--- config.mk ---
export PLATFORM = sky130hd
export DESIGN_NAME = ap_bank_tracker
export DESIGN_NICKNAME = d
export VERILOG_FILES = /design/src/rtl/sdr_ap_pkg.sv /design/src/rtl/ap_bank_fsm.sv /design/src/rtl/ap_err_log.sv /design/src/rtl/ap_bank_tracker.sv
export SDC_FILE = /design/constraint.sdc
export NUM_CORES = 1
export LEC_CHECK = 0
export ABC_AREA = 1
export BUFFER_PORTS_ARGS = -buffer_cell sky130_fd_sc_hd__clkbuf_2
export CAP_MARGIN = 20
export CORE_UTILIZATION = 45
export CTS_BUF_LIST = sky130_fd_sc_hd__clkbuf_16
export DETAILED_ROUTE_END_ITERATION = 10
export SETUP_SLACK_MARGIN = 0.4
export SYNTH_ARGS = -nofsm -noshare
export SYNTH_HDL_FRONTEND = slang
export SYNTH_SLANG_ARGS = --single-unit
--- constraint.sdc ---
create_clock -name clk_i -period 3.4 [get_ports clk_i]
set_input_delay 0.34 -clock clk_i [delete_from_list [all_inputs] [get_ports clk_i]]
set_output_delay 0.34 -clock clk_i [all_outputs]
set_load 0.005 [all_outputs]
--- src/rtl/sdr_ap_pkg.sv ---
package sdr_ap_pkg;
  typedef enum logic [2:0] {
    CMD_NOP = 3'd0,
    CMD_ACT = 3'd1,
    CMD_RD  = 3'd2,
    CMD_RDA = 3'd3,
    CMD_PRE = 3'd4
  } cmd_e;

  typedef enum logic [1:0] {
    ST_IDLE = 2'd0,
    ST_ACT  = 2'd1,
    ST_PEND = 2'd2,
    ST_PCH  = 2'd3
  } bank_st_e;

  localparam int unsigned CAN_ACT = 0;
  localparam int unsigned CAN_RD  = 1;
  localparam int unsigned CAN_RDA = 2;
  localparam int unsigned CAN_PRE = 3;
  localparam int unsigned CAN_W   = 4;
endpackage

--- src/rtl/ap_bank_fsm.sv ---
module ap_bank_fsm
  import sdr_ap_pkg::*;
#(
  parameter int unsigned CNT_W = 6
) (
  input  logic             clk_i,
  input  logic             rst_ni,
  input  logic             sel_i,
  input  cmd_e             cmd_i,
  input  logic [CNT_W-1:0] dly_ld_i,
  input  logic [CNT_W-1:0] tras_ld_i,
  input  logic [CNT_W-1:0] trp_ld_i,
  output logic [CAN_W-1:0] can_o,
  output bank_st_e         state_o
);
  bank_st_e         state_q;
  logic [CNT_W-1:0] tras_q, dly_q, trp_q;
  logic             tras_ok, pch_done, start_now, my_legal, acc;

  assign tras_ok   = (tras_q == '0);
  assign pch_done  = (state_q == ST_PCH) && (trp_q == '0);
  assign start_now = (state_q == ST_PEND) && (dly_q == '0) && tras_ok;

  always_comb begin
    can_o          = '0;
    can_o[CAN_ACT] = (state_q == ST_IDLE) || pch_done;
    can_o[CAN_RD]  = (state_q == ST_ACT);
    can_o[CAN_RDA] = (state_q == ST_ACT);
    can_o[CAN_PRE] = (state_q == ST_IDLE) || pch_done || ((state_q == ST_ACT) && tras_ok);
  end

  always_comb begin
    case (cmd_i)
      CMD_NOP: my_legal = 1'b1;
      CMD_ACT: my_legal = can_o[CAN_ACT];
      CMD_RD:  my_legal = can_o[CAN_RD];
      CMD_RDA: my_legal = can_o[CAN_RDA];
      CMD_PRE: my_legal = can_o[CAN_PRE];
      default: my_legal = 1'b0;
    endcase
  end

  assign acc = sel_i && my_legal && (cmd_i != CMD_NOP);

  always_ff @(posedge clk_i or negedge rst_ni) begin
    if (!rst_ni) begin
      state_q <= ST_IDLE;
      tras_q  <= '0;
      dly_q   <= '0;
      trp_q   <= '0;
    end else begin
      if (acc && cmd_i == CMD_ACT)  tras_q <= tras_ld_i;
      else if (tras_q != '0)        tras_q <= tras_q - 1'b1;

      if (acc && cmd_i == CMD_RDA)  dly_q <= dly_ld_i;
      else if (dly_q != '0)         dly_q <= dly_q - 1'b1;

      case (state_q)
        ST_IDLE: if (acc && cmd_i == CMD_ACT) state_q <= ST_ACT;
        ST_ACT: begin
          if (acc && cmd_i == CMD_RDA) state_q <= ST_PEND;
          else if (acc && cmd_i == CMD_PRE) begin
            state_q <= ST_PCH;
            trp_q   <= trp_ld_i;
          end
        end
        ST_PEND: begin
          if (start_now) begin
            state_q <= ST_PCH;
            trp_q   <= trp_ld_i;
          end
        end
        default: begin
          if (trp_q != '0)                   trp_q   <= trp_q - 1'b1;
          else if (acc && cmd_i == CMD_ACT)  state_q <= ST_ACT;
          else                               state_q <= ST_IDLE;
        end
      endcase
    end
  end

  assign state_o = state_q;

  AST_START_GATED: assert property (@(posedge clk_i) disable iff (!rst_ni)
    ($past(state_q) == ST_PEND && state_q == ST_PCH) |-> ($past(tras_q) == '0 && $past(dly_q) == '0));
  AST_TRP_HOLD: assert property (@(posedge clk_i) disable iff (!rst_ni)
    ($past(state_q) == ST_PCH && $past(trp_q) != '0) |-> state_q == ST_PCH);
  AST_PRE_AFTER_TRAS: assert property (@(posedge clk_i) disable iff (!rst_ni)
    ($past(state_q) == ST_ACT && state_q == ST_PCH) |-> $past(tras_q) == '0);
  AST_ILLEGAL_NO_CHANGE: assert property (@(posedge clk_i) disable iff (!rst_ni)
    (sel_i && !my_legal) |=> $stable(state_q));
endmodule

--- src/rtl/ap_err_log.sv ---
module ap_err_log #(
  parameter int unsigned BANK_W = 2
) (
  input  logic              clk_i,
  input  logic              rst_ni,
  input  logic              bad_i,
  input  logic [BANK_W-1:0] bank_i,
  output logic              err_o,
  output logic [BANK_W-1:0] err_bank_o
);
  logic              err_q;
  logic [BANK_W-1:0] bank_q;

  always_ff @(posedge clk_i or negedge rst_ni) begin
    if (!rst_ni) begin
      err_q  <= 1'b0;
      bank_q <= '0;
    end else if (bad_i && !err_q) begin
      err_q  <= 1'b1;
      bank_q <= bank_i;
    end
  end

  assign err_o      = err_q;
  assign err_bank_o = bank_q;

  AST_ERR_STICKY: assert property (@(posedge clk_i) disable iff (!rst_ni)
    $past(err_q) |-> err_q);
  AST_ERR_BANK_HOLD: assert property (@(posedge clk_i) disable iff (!rst_ni)
    $past(err_q) |-> $stable(bank_q));
endmodule

--- src/rtl/ap_bank_tracker.sv ---
module ap_bank_tracker
  import sdr_ap_pkg::*;
#(
  parameter int unsigned NUM_BANKS = 4,
  parameter int unsigned CNT_W     = 6,
  localparam int unsigned BANK_W   = (NUM_BANKS > 1) ? $clog2(NUM_BANKS) : 1
) (
  input  logic                       clk_i,
  input  logic                       rst_ni,
  input  logic [2:0]                 cmd_i,
  input  logic [BANK_W-1:0]          bank_i,
  input  logic [CNT_W-1:0]           burst_len_i,
  input  logic [CNT_W-1:0]           tras_i,
  input  logic [CNT_W-1:0]           trp_i,
  output logic                       cmd_legal_o,
  output logic [NUM_BANKS*CAN_W-1:0] can_o,
  output logic [NUM_BANKS*2-1:0]     state_o,
  output logic                       err_o,
  output logic [BANK_W-1:0]          err_bank_o
);
  cmd_e             cmd;
  logic [CNT_W-1:0] half_bl, dly_ld, tras_ld, trp_ld;
  logic [CAN_W-1:0] can_a [NUM_BANKS];

  assign cmd     = cmd_e'(cmd_i);
  assign half_bl = burst_len_i >> 1;
  assign dly_ld  = (half_bl == '0) ? '0 : half_bl - 1'b1;
  assign tras_ld = (tras_i == '0) ? '0 : tras_i - 1'b1;
  assign trp_ld  = (trp_i == '0) ? '0 : trp_i - 1'b1;

  for (genvar g = 0; g < NUM_BANKS; g++) begin : g_bank
    bank_st_e st;
    ap_bank_fsm #(.CNT_W(CNT_W)) u_bank (
      .clk_i     (clk_i),
      .rst_ni    (rst_ni),
      .sel_i     (bank_i == BANK_W'(g)),
      .cmd_i     (cmd),
      .dly_ld_i  (dly_ld),
      .tras_ld_i (tras_ld),
      .trp_ld_i  (trp_ld),
      .can_o     (can_a[g]),
      .state_o   (st)
    );
    assign can_o[g*CAN_W +: CAN_W] = can_a[g];
    assign state_o[g*2 +: 2]       = st;
  end

  always_comb begin
    case (cmd)
      CMD_NOP: cmd_legal_o = 1'b1;
      CMD_ACT: cmd_legal_o = can_a[bank_i][CAN_ACT];
      CMD_RD:  cmd_legal_o = can_a[bank_i][CAN_RD];
      CMD_RDA: cmd_legal_o = can_a[bank_i][CAN_RDA];
      CMD_PRE: cmd_legal_o = can_a[bank_i][CAN_PRE];
      default: cmd_legal_o = 1'b0;
    endcase
  end

  ap_err_log #(.BANK_W(BANK_W)) u_err (
    .clk_i      (clk_i),
    .rst_ni     (rst_ni),
    .bad_i      (!cmd_legal_o),
    .bank_i     (bank_i),
    .err_o      (err_o),
    .err_bank_o (err_bank_o)
  );
endmodule

==> flow_metrics.py <==
metrics = {
    "run_status": {
        "status": "finished, final reports clean",
    },
    "clock_tree": {
        "clk_latency_ns": 0.35,
        "cts-root-buf": "clkbuf_16",
        "cts_made_buffers": 9,
        "clkSlewWorstSetupHoldPaths_ns": 0.06,
        "ctsResizeCount": 0,
        "cts_hold_buf": 0,
        "cts.sinks": 83,
        "post-cts-setup-buffers": 0,
        "cts_buffer_depth": 2,
        "htreeDepth": 3,
        "cts_tree": "yes",
    },
    "cells_and_area": {
        "fillers": 1427,
        "drive_gt1_share_pct": 10.7,
        "num_antenna_cells": 0,
        "layout-area-overhead-vs-synth_pct": 10.2,
        "nets": 1001,
        "layout.cells.non_filler": 1116,
        "final_util_pct": 51.5,
    },
    "floorplanning": {
        "start_util_pct": 46.8,
        "boundaryPins": 53,
        "core_um2": 13500,
        "die_area_um2": 14500,
        "num_rows": 42,
        "die_h_um": 120,
        "die_x_um": 120,
    },
    "place": {
        "dp_cells": 1100,
        "dp_hpwl_um": 11100,
        "gp_congestion": 0.853,
        "port_buffers": 51,
    },
    "synthesis": {
        "synth_top_cells_by_count": "218 x nand2_1, 136 x inv_1, 83 x dfrtp_1",
        "yosysSeqAreaShare_pct": 33.0,
        "synth.largest_area_cell": "dfrtp_1",
        "synth_most_common_cell": "nand2_1",
        "synth_top_area_share_pct": 33.0,
        "yosys.cell_types.count": 39,
        "synthesis.nets": 952,
        "avgSynthCellArea_um2": 7.10,
        "ys_ff_latch": 83,
        "synthesis.area_um2": 6290,
        "async_flop_share_pct": 100,
        "synthTopCellsByArea": "dfrtp_1 33%, nand2_1 13%, ha_1 8.2%, inv_1 8.1%, o21ai_0 6.1%",
        "synth_ff_type": "dfrtp_1",
        "synth_edf_count": 0,
        "yosysWarningCount": 0,
        "postSynthCellCount": 886,
    },
    "grt": {
        "grt_use_total_pct": 22.2,
        "grt_pass1_vias": 5175,
        "antenna_found_initial": 0,
        "grt-ovfl-total": 0,
        "grt_first_pass_wirelength_um": 25100,
        "grt_max_degree": 73,
    },
    "timing": {
        "period_needed_ns": 2.58,
        "maxSlewHeadroom_pct": 34.4,
        "rsz0062_at_grt": "false",
        "clock.fmax_ghz": 0.387,
        "tightest_slew_ns": 0.983,
        "finalSetupViolations": 0,
        "final_max_slew_viol_count": 0,
        "hold_violations": 0,
        "fin_skew_ns": 0.00875,
        "timing.setup.tns_ns": 0,
        "period_share_pct": 76.0,
    },
    "critical_path": {
        "cp.arrival_ns": 2.24,
        "end_kind": "primary output",
        "path_max_fanout": 10,
        "cp-start-kind": "register",
        "worst_ep_required_time_ns": 3.06,
        "crit_type": "register to primary output",
    },
    "drt": {
        "vias": 5509,
        "viasPerCell": 4.94,
        "drt-wirelength-per-cell_um": 13.2,
        "firstDrtPassIters": 4,
        "drcViolationCount": 0,
        "drt_wl_total_um": 14800,
        "drtIter0Drc": 290,
        "ant_nets": 0,
    },
    "job": {
        "max_cap_viol_count": 0,
    },
    "power_and_ir_drop": {
        "p_per_area_nw_per_um2": 949,
        "design_power_total_mw": 6.57,
        "p_leak_nw": 3.60,
        "peakVddDrop_mv": 0.496,
    },
    "min_path": {
        "hold_class": "input pin to asynchronous set/reset pin",
    },
}
-- through the flow --
stage / instance area (um2) / hold WS [ns] / setup WS, ns
final: 6930 / 0.146 / 0.817
after global routing: 6930 / 0.231 / 0.562
after CTS: 6930 / 0.186 / 0.794
after detailed placement: 6670 / 0.469 / 0.930
after global placement: 6670 / 0.465 / 0.966
after floorplan: 6290 / 0.0444 / 1.42
-- per-layer routing --
metal | wire length [um] | track usage, %
met5 | 0 | 0
met4 | 236 | 6.10
met3 | 420 | 4.67
met2 | 6650 | 35.3
met1 | 7470 | 30.4
-- state kept, by name, summed over array words and instances, names as in the netlist --
| signal | flops |
|---|---|
| u_err.err_o | 1 |
| u_err.err_bank_o | 2 |
| g_bank.u_bank.trp_q | 24 |
| g_bank.u_bank.dly_q | 24 |
| g_bank.u_bank.state_o | 8 |
| g_bank.u_bank.tras_q | 24 |
-- worst max-delay path: stages, from the launching register on --
cell and delay, ns:
dfrtp_1 0.43, inv_1 0.10, ha_1 0.41, nand4_1 0.20, nand3_1 0.19, nor2_1 0.06
nor2_1 0.14, nand4_1 0.13, nand2_1 0.12, clkbuf_2 0.12
-- area by class of cell --
cell class                 count  area [um2]  area share (%)
clock inverter                 7        36.3           0.523
tap                          176         220            3.18
inverter                     143         539            7.78
clock buffer                   9         225            3.25
sequential                    83        2080            30.0
timing repair buffer          53         273            3.94
multi-input combinational    645        3560            51.4
-- path summary, 6_finish.rpt --
check | start | to | slack [ns] | cells after the start
worst max-delay path | g_bank[2].u_bank.state_o[1] | cmd_legal_o | 0.82 | 9
worst min-delay path | rst_ni | g_bank[2].u_bank.tras_q[0] | 0.15 | 1
worst max register to register | g_bank[1].u_bank.state_o[1] | g_bank[1].u_bank.state_o[0] | 0.93 | 12
worst min register to register | g_bank[0].u_bank.trp_q[1] | g_bank[0].u_bank.trp_q[1] | 0.48 | 2
max in group asynchronous | rst_ni | g_bank[1].u_bank.trp_q[0] | 2.57 | 2
min in group clk_i | bank_i[0] | u_err.err_bank_o[0] | 0.28 | 3
-- power breakdown --
group / total [mW] / switching [mW] / internal (mW) / leakage (nW)
clock: 0.896 / 0.411 / 0.484 / 0.127
sequential: 1.91 / 0.407 / 1.51 / 1.00
combinational: 3.76 / 2.21 / 1.55 / 2.47
-- cells by family after synthesis --
kind of cell | after synthesis | share of synthesized area, %
compound gates | 142 | 13.0
fa+ha+maj | 41 | 8.16
xor+xnor | 44 | 6.13
flops | 83 | 33.0
simple gates | 418 | 29.3
buf+inv | 158 | 10.4
-- layout by cell type, fill, tap and decap left out, types with 6 or more instances in the layout --
| master | instances |
|---|---|
| nand3_1 | 52 |
| a21oi_1 | 16 |
| a21boi_0 | 6 |
| nor2_1 | 77 |
| or2_2 | 7 |
| xnor2_1 | 30 |
| xor2_1 | 14 |
| o211ai_1 | 13 |
| dfrtp_1 | 83 |
| nand4_1 | 14 |
| clkbuf_2 | 50 |
| o21ai_0 | 77 |
| nor3_1 | 28 |
| nand2_1 | 218 |
| nand3_2 | 6 |
| inv_1 | 137 |
| clkbuf_16 | 9 |
| o21ai_1 | 10 |
| ha_1 | 41 |
No activity file was read; power rests on OpenSTA's default activity.
